===== config.mk =====
export PLATFORM = sky130hd
export DESIGN_NAME = serial_cfg_defer
export DESIGN_NICKNAME = d
export VERILOG_FILES = /design/src/rtl/cfg_defer_pkg.sv /design/src/rtl/cfg_shadow_bank.sv /design/src/rtl/cfg_commit_ctl.sv /design/src/rtl/cfg_live_bank.sv /design/src/rtl/serial_cfg_defer.sv
export SDC_FILE = /design/constraint.sdc
export NUM_CORES = 1
export LEC_CHECK = 0
export BUFFER_PORTS_ARGS = -buffer_cell sky130_fd_sc_hd__buf_2
export CAP_MARGIN = 0
export CORE_MARGIN = 2
export CORE_UTILIZATION = 59
export DETAILED_ROUTE_END_ITERATION = 6
export PLACE_DENSITY = 0.93
export SYNTH_ARGS = -nofsm -noshare
export SYNTH_HDL_FRONTEND = slang
export SYNTH_HIERARCHICAL = 1
export SYNTH_SLANG_ARGS = --single-unit

===== constraint.sdc =====
create_clock -name clk -period 3.69 [get_ports clk]
set_clock_uncertainty 0.2 [all_clocks]
set_input_delay 0.738 -clock clk [delete_from_list [all_inputs] [get_ports clk]]
set_output_delay 0.738 -clock clk [all_outputs]
set_load 0.03 [all_outputs]

===== src/rtl/cfg_defer_pkg.sv =====
// Shared command encoding for the deferred serial configuration block.
// Assumes a 3-bit command select on the host write port.
package cfg_defer_pkg;

    typedef enum logic [2:0] {
        CMD_MODE     = 3'd0,
        CMD_PORT     = 3'd1,
        CMD_FMT      = 3'd2,
        CMD_BAUD     = 3'd3,
        CMD_RTS      = 3'd4,
        CMD_DTR      = 3'd5,
        CMD_BRK      = 3'd6,
        CMD_CTL2_LOW = 3'd7
    } cfg_cmd_e;

    // True for commands that touch a deferred shadow
    function automatic logic is_shadow_cmd(cfg_cmd_e c);
        return c != CMD_CTL2_LOW;
    endfunction

endpackage


===== src/rtl/cfg_shadow_bank.sv =====
// Shadow copies of mode, port value, data format and baud divisor.
// Applies host commands and presents the post-write ("next") shadow values,
// so that a commit on the same edge as a write takes the new value.
// Assumes BAUD_W >= REG_W and bit positions inside REG_W.
module cfg_shadow_bank
    import cfg_defer_pkg::*;
#(
    parameter int              REG_W     = 8,
    parameter int              BAUD_W    = 10,
    parameter int              RTS_BIT   = 2,
    parameter int              FRTS_BIT  = 6,
    parameter int              DTR_BIT   = 1,
    parameter int              BRK_BIT   = 6,
    parameter logic [REG_W-1:0]  MODE_RST = 8'h44,
    parameter logic [REG_W-1:0]  PORT_RST = 8'h02,
    parameter logic [REG_W-1:0]  FMT_RST  = 8'h00,
    parameter logic [BAUD_W-1:0] BAUD_RST = '0
) (
    input  logic              clk,
    input  logic              rst_n,
    input  logic              wr_en,
    input  cfg_cmd_e          cmd,
    input  logic [BAUD_W-1:0] wr_data,
    output logic              shadow_wr,
    output logic [REG_W-1:0]  mode_nxt,
    output logic [REG_W-1:0]  port_nxt,
    output logic [REG_W-1:0]  fmt_nxt,
    output logic [BAUD_W-1:0] baud_nxt
);

    logic [REG_W-1:0]  mode_q, port_q, fmt_q;
    logic [BAUD_W-1:0] baud_q;
    logic              flag;

    assign flag      = wr_data[0];
    assign shadow_wr = wr_en && is_shadow_cmd(cmd);

    // Compute shadow values after this cycle's command
    always_comb begin
        mode_nxt = mode_q;
        port_nxt = port_q;
        fmt_nxt  = fmt_q;
        baud_nxt = baud_q;
        if (wr_en) begin
            unique case (cmd)
                CMD_MODE: mode_nxt = wr_data[REG_W-1:0];
                CMD_PORT: port_nxt = wr_data[REG_W-1:0];
                CMD_FMT:  fmt_nxt  = wr_data[REG_W-1:0];
                CMD_BAUD: baud_nxt = wr_data;
                CMD_RTS: begin
                    mode_nxt[RTS_BIT]  = 1'b1;
                    mode_nxt[FRTS_BIT] = !flag;
                end
                CMD_DTR:  port_nxt[DTR_BIT] = !flag;
                CMD_BRK:  fmt_nxt[BRK_BIT]  = flag;
                default: ;
            endcase
        end
    end

    // Hold the shadow registers
    always_ff @(posedge clk) begin
        if (!rst_n) begin
            mode_q <= MODE_RST;
            port_q <= PORT_RST;
            fmt_q  <= FMT_RST;
            baud_q <= BAUD_RST;
        end else begin
            mode_q <= mode_nxt;
            port_q <= port_nxt;
            fmt_q  <= fmt_nxt;
            baud_q <= baud_nxt;
        end
    end

endmodule


===== src/rtl/cfg_commit_ctl.sv =====
// Pending flag and commit decision. A commit fires on any cycle where the
// transmitter is idle and there is something to apply: either an older
// pending change or a shadow write in this very cycle.
// Assumes tx_idle is a synchronous level.
module cfg_commit_ctl (
    input  logic clk,
    input  logic rst_n,
    input  logic shadow_wr,
    input  logic tx_idle,
    output logic commit,
    output logic pending
);

    // Decide whether this edge commits
    always_comb commit = tx_idle && (pending || shadow_wr);

    // Track changes not yet copied to the live registers
    always_ff @(posedge clk) begin
        if (!rst_n)      pending <= 1'b0;
        else if (commit) pending <= 1'b0;
        else if (shadow_wr) pending <= 1'b1;
    end

endmodule


===== src/rtl/cfg_live_bank.sv =====
// Live configuration registers. On commit all shadows are loaded together;
// the baud divisor is split into a low byte and a high field packed into the
// top of control register 2 whose remaining bits are preserved.
// Assumes REG_W <= BAUD_W <= 2*REG_W.
module cfg_live_bank #(
    parameter int                REG_W    = 8,
    parameter int                BAUD_W   = 10,
    parameter logic [REG_W-1:0]  MODE_RST = 8'h44,
    parameter logic [REG_W-1:0]  PORT_RST = 8'h02,
    parameter logic [REG_W-1:0]  FMT_RST  = 8'h00,
    parameter logic [BAUD_W-1:0] BAUD_RST = '0,
    parameter logic [REG_W-1:0]  CTL2_RST = 8'h00,
    localparam int BAUD_HI_W  = BAUD_W - REG_W,
    localparam int CTL2_LO_W  = REG_W - BAUD_HI_W
) (
    input  logic                 clk,
    input  logic                 rst_n,
    input  logic                 commit,
    input  logic [REG_W-1:0]     mode_nxt,
    input  logic [REG_W-1:0]     port_nxt,
    input  logic [REG_W-1:0]     fmt_nxt,
    input  logic [BAUD_W-1:0]    baud_nxt,
    input  logic                 ctl2_wr,
    input  logic [CTL2_LO_W-1:0] ctl2_data,
    output logic [REG_W-1:0]     live_mode,
    output logic [REG_W-1:0]     live_port,
    output logic [REG_W-1:0]     live_fmt,
    output logic [REG_W-1:0]     live_baud_lo,
    output logic [REG_W-1:0]     live_ctl2
);

    // Load the directly mapped registers as one group on commit
    always_ff @(posedge clk) begin
        if (!rst_n) begin
            live_mode    <= MODE_RST;
            live_port    <= PORT_RST;
            live_fmt     <= FMT_RST;
            live_baud_lo <= BAUD_RST[REG_W-1:0];
        end else if (commit) begin
            live_mode    <= mode_nxt;
            live_port    <= port_nxt;
            live_fmt     <= fmt_nxt;
            live_baud_lo <= baud_nxt[REG_W-1:0];
        end
    end

    // Host-owned low bits of control register 2: written directly
    always_ff @(posedge clk) begin
        if (!rst_n)       live_ctl2[CTL2_LO_W-1:0] <= CTL2_RST[CTL2_LO_W-1:0];
        else if (ctl2_wr) live_ctl2[CTL2_LO_W-1:0] <= ctl2_data;
    end

    generate
        if (BAUD_HI_W > 0) begin : g_baud_hi
            // Read-modify-write of the baud high field on commit
            always_ff @(posedge clk) begin
                if (!rst_n)
                    live_ctl2[REG_W-1 -: BAUD_HI_W] <= BAUD_RST[BAUD_W-1 -: BAUD_HI_W];
                else if (commit)
                    live_ctl2[REG_W-1 -: BAUD_HI_W] <= baud_nxt[BAUD_W-1 -: BAUD_HI_W];
            end
        end
    endgenerate

endmodule


===== src/rtl/serial_cfg_defer.sv =====
// Top of the deferred serial configuration block. Host commands edit shadow
// copies; a pending flag tracks unapplied changes; the whole set is copied to
// the live outputs on a transmitter-idle cycle. Control register 2 low bits
// are host-written directly and never deferred.
// Assumes one command per strobe and a synchronous tx_idle level.
module serial_cfg_defer
    import cfg_defer_pkg::*;
#(
    parameter int REG_W  = 8,
    parameter int BAUD_W = 10
) (
    input  logic              clk,
    input  logic              rst_n,
    input  logic              wr_en,
    input  logic [2:0]        wr_sel,
    input  logic [BAUD_W-1:0] wr_data,
    input  logic              tx_idle,
    output logic              cfg_pending,
    output logic [REG_W-1:0]  live_mode,
    output logic [REG_W-1:0]  live_port,
    output logic [REG_W-1:0]  live_fmt,
    output logic [REG_W-1:0]  live_baud_lo,
    output logic [REG_W-1:0]  live_ctl2
);

    localparam int CTL2_LO_W = REG_W - (BAUD_W - REG_W);

    cfg_cmd_e          cmd;
    logic              shadow_wr, commit, ctl2_wr;
    logic [REG_W-1:0]  mode_nxt, port_nxt, fmt_nxt;
    logic [BAUD_W-1:0] baud_nxt;

    assign cmd     = cfg_cmd_e'(wr_sel);
    assign ctl2_wr = wr_en && (cmd == CMD_CTL2_LOW);

    cfg_shadow_bank #(.REG_W(REG_W), .BAUD_W(BAUD_W)) i_shadow (
        .clk(clk), .rst_n(rst_n), .wr_en(wr_en), .cmd(cmd), .wr_data(wr_data),
        .shadow_wr(shadow_wr), .mode_nxt(mode_nxt), .port_nxt(port_nxt),
        .fmt_nxt(fmt_nxt), .baud_nxt(baud_nxt)
    );

    cfg_commit_ctl i_commit (
        .clk(clk), .rst_n(rst_n), .shadow_wr(shadow_wr), .tx_idle(tx_idle),
        .commit(commit), .pending(cfg_pending)
    );

    cfg_live_bank #(.REG_W(REG_W), .BAUD_W(BAUD_W)) i_live (
        .clk(clk), .rst_n(rst_n), .commit(commit),
        .mode_nxt(mode_nxt), .port_nxt(port_nxt), .fmt_nxt(fmt_nxt),
        .baud_nxt(baud_nxt), .ctl2_wr(ctl2_wr),
        .ctl2_data(wr_data[CTL2_LO_W-1:0]),
        .live_mode(live_mode), .live_port(live_port), .live_fmt(live_fmt),
        .live_baud_lo(live_baud_lo), .live_ctl2(live_ctl2)
    );

endmodule


==> flow_summary_export.csv <==
group,metric,value,unit
clock_tree,post_cts.repair.setup_buffers,0,
worst_setup_path,critPathKind,"in2reg",
floorplanning,design.core.area,5070,um^2
run,max-cap-violations,0,
sta,setup-violations-final,0,
power,design_power_total,1.77,mW
power,irDropWorstVdd,0.283,mV
synth,synth-async-reset-ratio,0,
floorplanning,floorplan.initialDensity,0.607,
global_routing,global_route_wire_length_before_repair,9950,um
routing,avgViaCountPerCell,5.17,
synth,synth.top_cells.by_area,"sky130_fd_sc_hd__dfxtp_1 49%, sky130_fd_sc_hd__mux2i_1 13%, sky130_fd_sc_hd__mux2_2 8.0%, sky130_fd_sc_hd__nor2b_1 7.9%, sky130_fd_sc_hd__and2_1 6.3%",
synth,number_of_nets_in_the_synthesized_netlist,281,
global_routing,grt_max_degree,53,
sta,fin_tns_setup,0,ns
layout,multi_input_area,1430,um^2
layout,final_area,3600,um^2
sta,hold_violations,0,
placed_design,post_place_cell_area,3340,um^2
synth,postSynthAreaPerCell,11.7,um^2
placed_design,dpl_worst_slack,1.14,ns
power,static-leakage-power,1.57,nW
global_routing,globalRouteOverflowTotal,0,
clock_tree,clk-insertion-delay-late,0.34,ns
floorplanning,rows,26,
layout,drive_above_1_share,0.326,
worst_setup_path,maximum_fanout_encountered_on_the_critical_timing_path,25,
layout,finalNetCount,334,
synth,synthesis.area,3080,um^2
global_routing,groute.usage.overall,0.219,
floorplanning,die_width,76.2,um
placed_design,place_hpwl,3870,um
layout,finalNonFillerCells,392,
synth,post_synth_inst_count,264,
routing,detailedRoute.firstPassIterationCount,4,
sta,max_slew.worst_pin.slew,0.676,ns
layout,synthToLayoutAreaGrowth,17.0,%
sta,worst_slew_margin_rel,0.549,
synth,register_bit_total_from_synthesis,75,
sta,fin_crit,2.27,ns
clock_tree,clock_sinks,75,
routing,routed-via-count,2028,
layout,final_core_util,0.709,
routing,drcViolationCount,0,
placed_design,globalplace.congestion,0.793,
sta,setup_repair_after_global_routing_missed_its_margin,"no",
floorplanning,floorplan.die_area,5810,um^2
clock_tree,cts-root-to-sink-buffers,2,
worst_setup_path,worstSetupEndpointType,"flop",
placed_design,post-place-cells,376,
layout,sequential_cell_area,1500,um^2
synth,synth_largest_type_area_fraction,0.488,
placed_design,io_buffer_count,57,
clock_tree,clock_tree.root_cell,"sky130_fd_sc_hd__clkbuf_8",
routing,drtIter0Drc,118,
layout,fillerInstances,381,
clock_tree,cts_repair_resize_count,0,
routing,detail_route.wl_per_cell,15.1,um
routing,antenna_violating_nets_post_route,0,
clock_tree,holdBufCountCts,0,
worst_setup_path,critical_path_required,3.69,ns
synth,synthDistinctLibCells,31,
clock_tree,clkTransAtPathRegs,0.07,ns
sta,drv_slew,0,
worst_setup_path,critPathLaunchType,"primary input",
floorplanning,die_outline_height,76.2,um
routing,drt_wl_total,5930,um
synth,synth_warnings,6,
clock_tree,cts_buffers,9,
sta,fmax,440,MHz
synth,synth_sequential_area_ratio,0.488,
sta,post-route-worst-setup-slack,1.42,ns
clock_tree,ctsHtreeMaxLevel,3,
floorplanning,design.portCount,58,
sta,hold_ws,0.281,ns
power,power-per-cell-area,493,nW/um^2
worst_setup_path,timing.critical_path.arrival,2.27,ns
synth,synth.largest_area_cell,"sky130_fd_sc_hd__dfxtp_1",
global_routing,initial_antenna_violation_count,0,
outcome,run_status,"complete, no violations",
global_routing,grt_pass1_vias,2094,
synth,synth_edf_count,0,
layout,number_of_diodes_added_for_antenna_fixing,0,
min_path,min-delay-path-class,"reg2reg",
clock_tree,clock_tree_from_tritoncts,"done",
synth,synth_ff_type,"sky130_fd_sc_hd__dfxtp_1",
sta,layout_worst_path_cycle_share,0.616,
==> flip-flops by register name (all words and copies together), names as in the netlist <==
| name | flops |
|---|---|
| i_shadow/baud_q | 10 |
| i_live/live_baud_lo | 8 |
| i_live/live_ctl2 | 8 |
| i_live/live_fmt | 8 |
| i_live/live_mode | 8 |
| i_live/live_port | 8 |
| i_shadow/fmt_q | 8 |
| i_shadow/mode_q | 8 |
| i_shadow/port_q | 8 |
| i_commit/pending | 1 |
==> kinds of logic (layout without fill, tap and decap cells) <==
| kind of cell | count (synthesis) | in the layout | share of synthesized area |
|---|---|---|---|
| DFF | 75 | 75 | 0.488 |
| AOI/OAI and AO/OA | 6 | 6 | 0.0122 |
| and+or+nand+nor | 92 | 92 | 0.196 |
| muxes | 72 | 72 | 0.256 |
| buffers and inverters | 19 | 77 | 0.0488 |
==> worst max-delay path, cell delays in order <==
cell and delay [ns]:
sky130_fd_sc_hd__buf_2 0.16, sky130_fd_sc_hd__inv_1 0.07, sky130_fd_sc_hd__a31oi_1 0.20, sky130_fd_sc_hd__nor2_1 0.13, sky130_fd_sc_hd__nor2b_4 0.37, sky130_fd_sc_hd__buf_12 0.27
sky130_fd_sc_hd__mux2i_1 0.25, sky130_fd_sc_hd__nand2_1 0.07
==> final timing paths <==
check	to	startpoint	cells past startpoint	slack, ns
worst max-delay path	i_live/live_mode[2]$_SDFFE_PN1P_	wr_en	8	1.42
worst min-delay path	i_live/live_mode[6]$_SDFFE_PN1P_	i_live/live_mode[6]$_SDFFE_PN1P_	2	0.28
worst max register to register	i_live/live_mode[2]$_SDFFE_PN1P_	i_commit/pending$_SDFFE_PP0P_	5	1.97
worst min register to register	i_live/live_mode[6]$_SDFFE_PN1P_	i_live/live_mode[6]$_SDFFE_PN1P_	2	0.28
==> routing by layer <==
| metal | vias up | track usage | share of wire |
|---|---|---|---|
| li1 | 989 | - | - |
| met4 | 0 | 0.115 | 0.018 |
| met2 | 55 | 0.384 | 0.50 |
| met5 | - | 0 | 0 |
| met3 | 9 | 0.0379 | 0.039 |
| met1 | 975 | 0.255 | 0.44 |
==> report_power, final <==
group	internal [mW]	switching [mW]	total, mW	leakage (nW)
Sequential	0.825	0.00572	0.830	0.607
Clock	0.517	0.288	0.806	0.128
Combinational	0.0609	0.0771	0.138	0.833
==> cell type report <==
type,instances,area share
inverter,2,0.00209
clock inverter,5,0.0348
sequential,75,0.417
clock buffer,11,0.0365
multi-input combinational,170,0.398
timing repair buffer,59,0.0869
tap,70,0.0243
==> placed cells by master (no fill, tap or decap), types with 2 or more instances in the layout <==
cell	instances
sky130_fd_sc_hd__dfxtp_1	75
sky130_fd_sc_hd__inv_1	2
sky130_fd_sc_hd__mux2i_1	40
sky130_fd_sc_hd__mux2_4	7
sky130_fd_sc_hd__nor3b_1	2
sky130_fd_sc_hd__and4bb_1	2
sky130_fd_sc_hd__bufinv_16	4
sky130_fd_sc_hd__nor2b_1	38
sky130_fd_sc_hd__clkbuf_8	9
sky130_fd_sc_hd__nand2_1	3
sky130_fd_sc_hd__mux2_2	22
sky130_fd_sc_hd__buf_2	57
sky130_fd_sc_hd__and2_1	31
sky130_fd_sc_hd__clkbuf_1	2
sky130_fd_sc_hd__o21ai_0	2
sky130_fd_sc_hd__nor2_1	6
sky130_fd_sc_hd__mux2_1	3
==> synthesized netlist by cell type, types with 2 or more instances <==
cell type,n
sky130_fd_sc_hd__dfxtp_1,75
sky130_fd_sc_hd__buf_2,3
sky130_fd_sc_hd__clkbuf_1,7
sky130_fd_sc_hd__nor2_1,6
sky130_fd_sc_hd__nand2_1,3
sky130_fd_sc_hd__and2_1,31
sky130_fd_sc_hd__and4bb_1,2
sky130_fd_sc_hd__mux2_1,3
sky130_fd_sc_hd__mux2_2,22
sky130_fd_sc_hd__o21ai_0,2
sky130_fd_sc_hd__mux2_4,7
sky130_fd_sc_hd__buf_12,3
sky130_fd_sc_hd__inv_1,2
sky130_fd_sc_hd__nor3b_1,2
sky130_fd_sc_hd__nor2b_1,39
sky130_fd_sc_hd__buf_6,3
sky130_fd_sc_hd__mux2i_1,40
(Power assumes the default switching activity.)
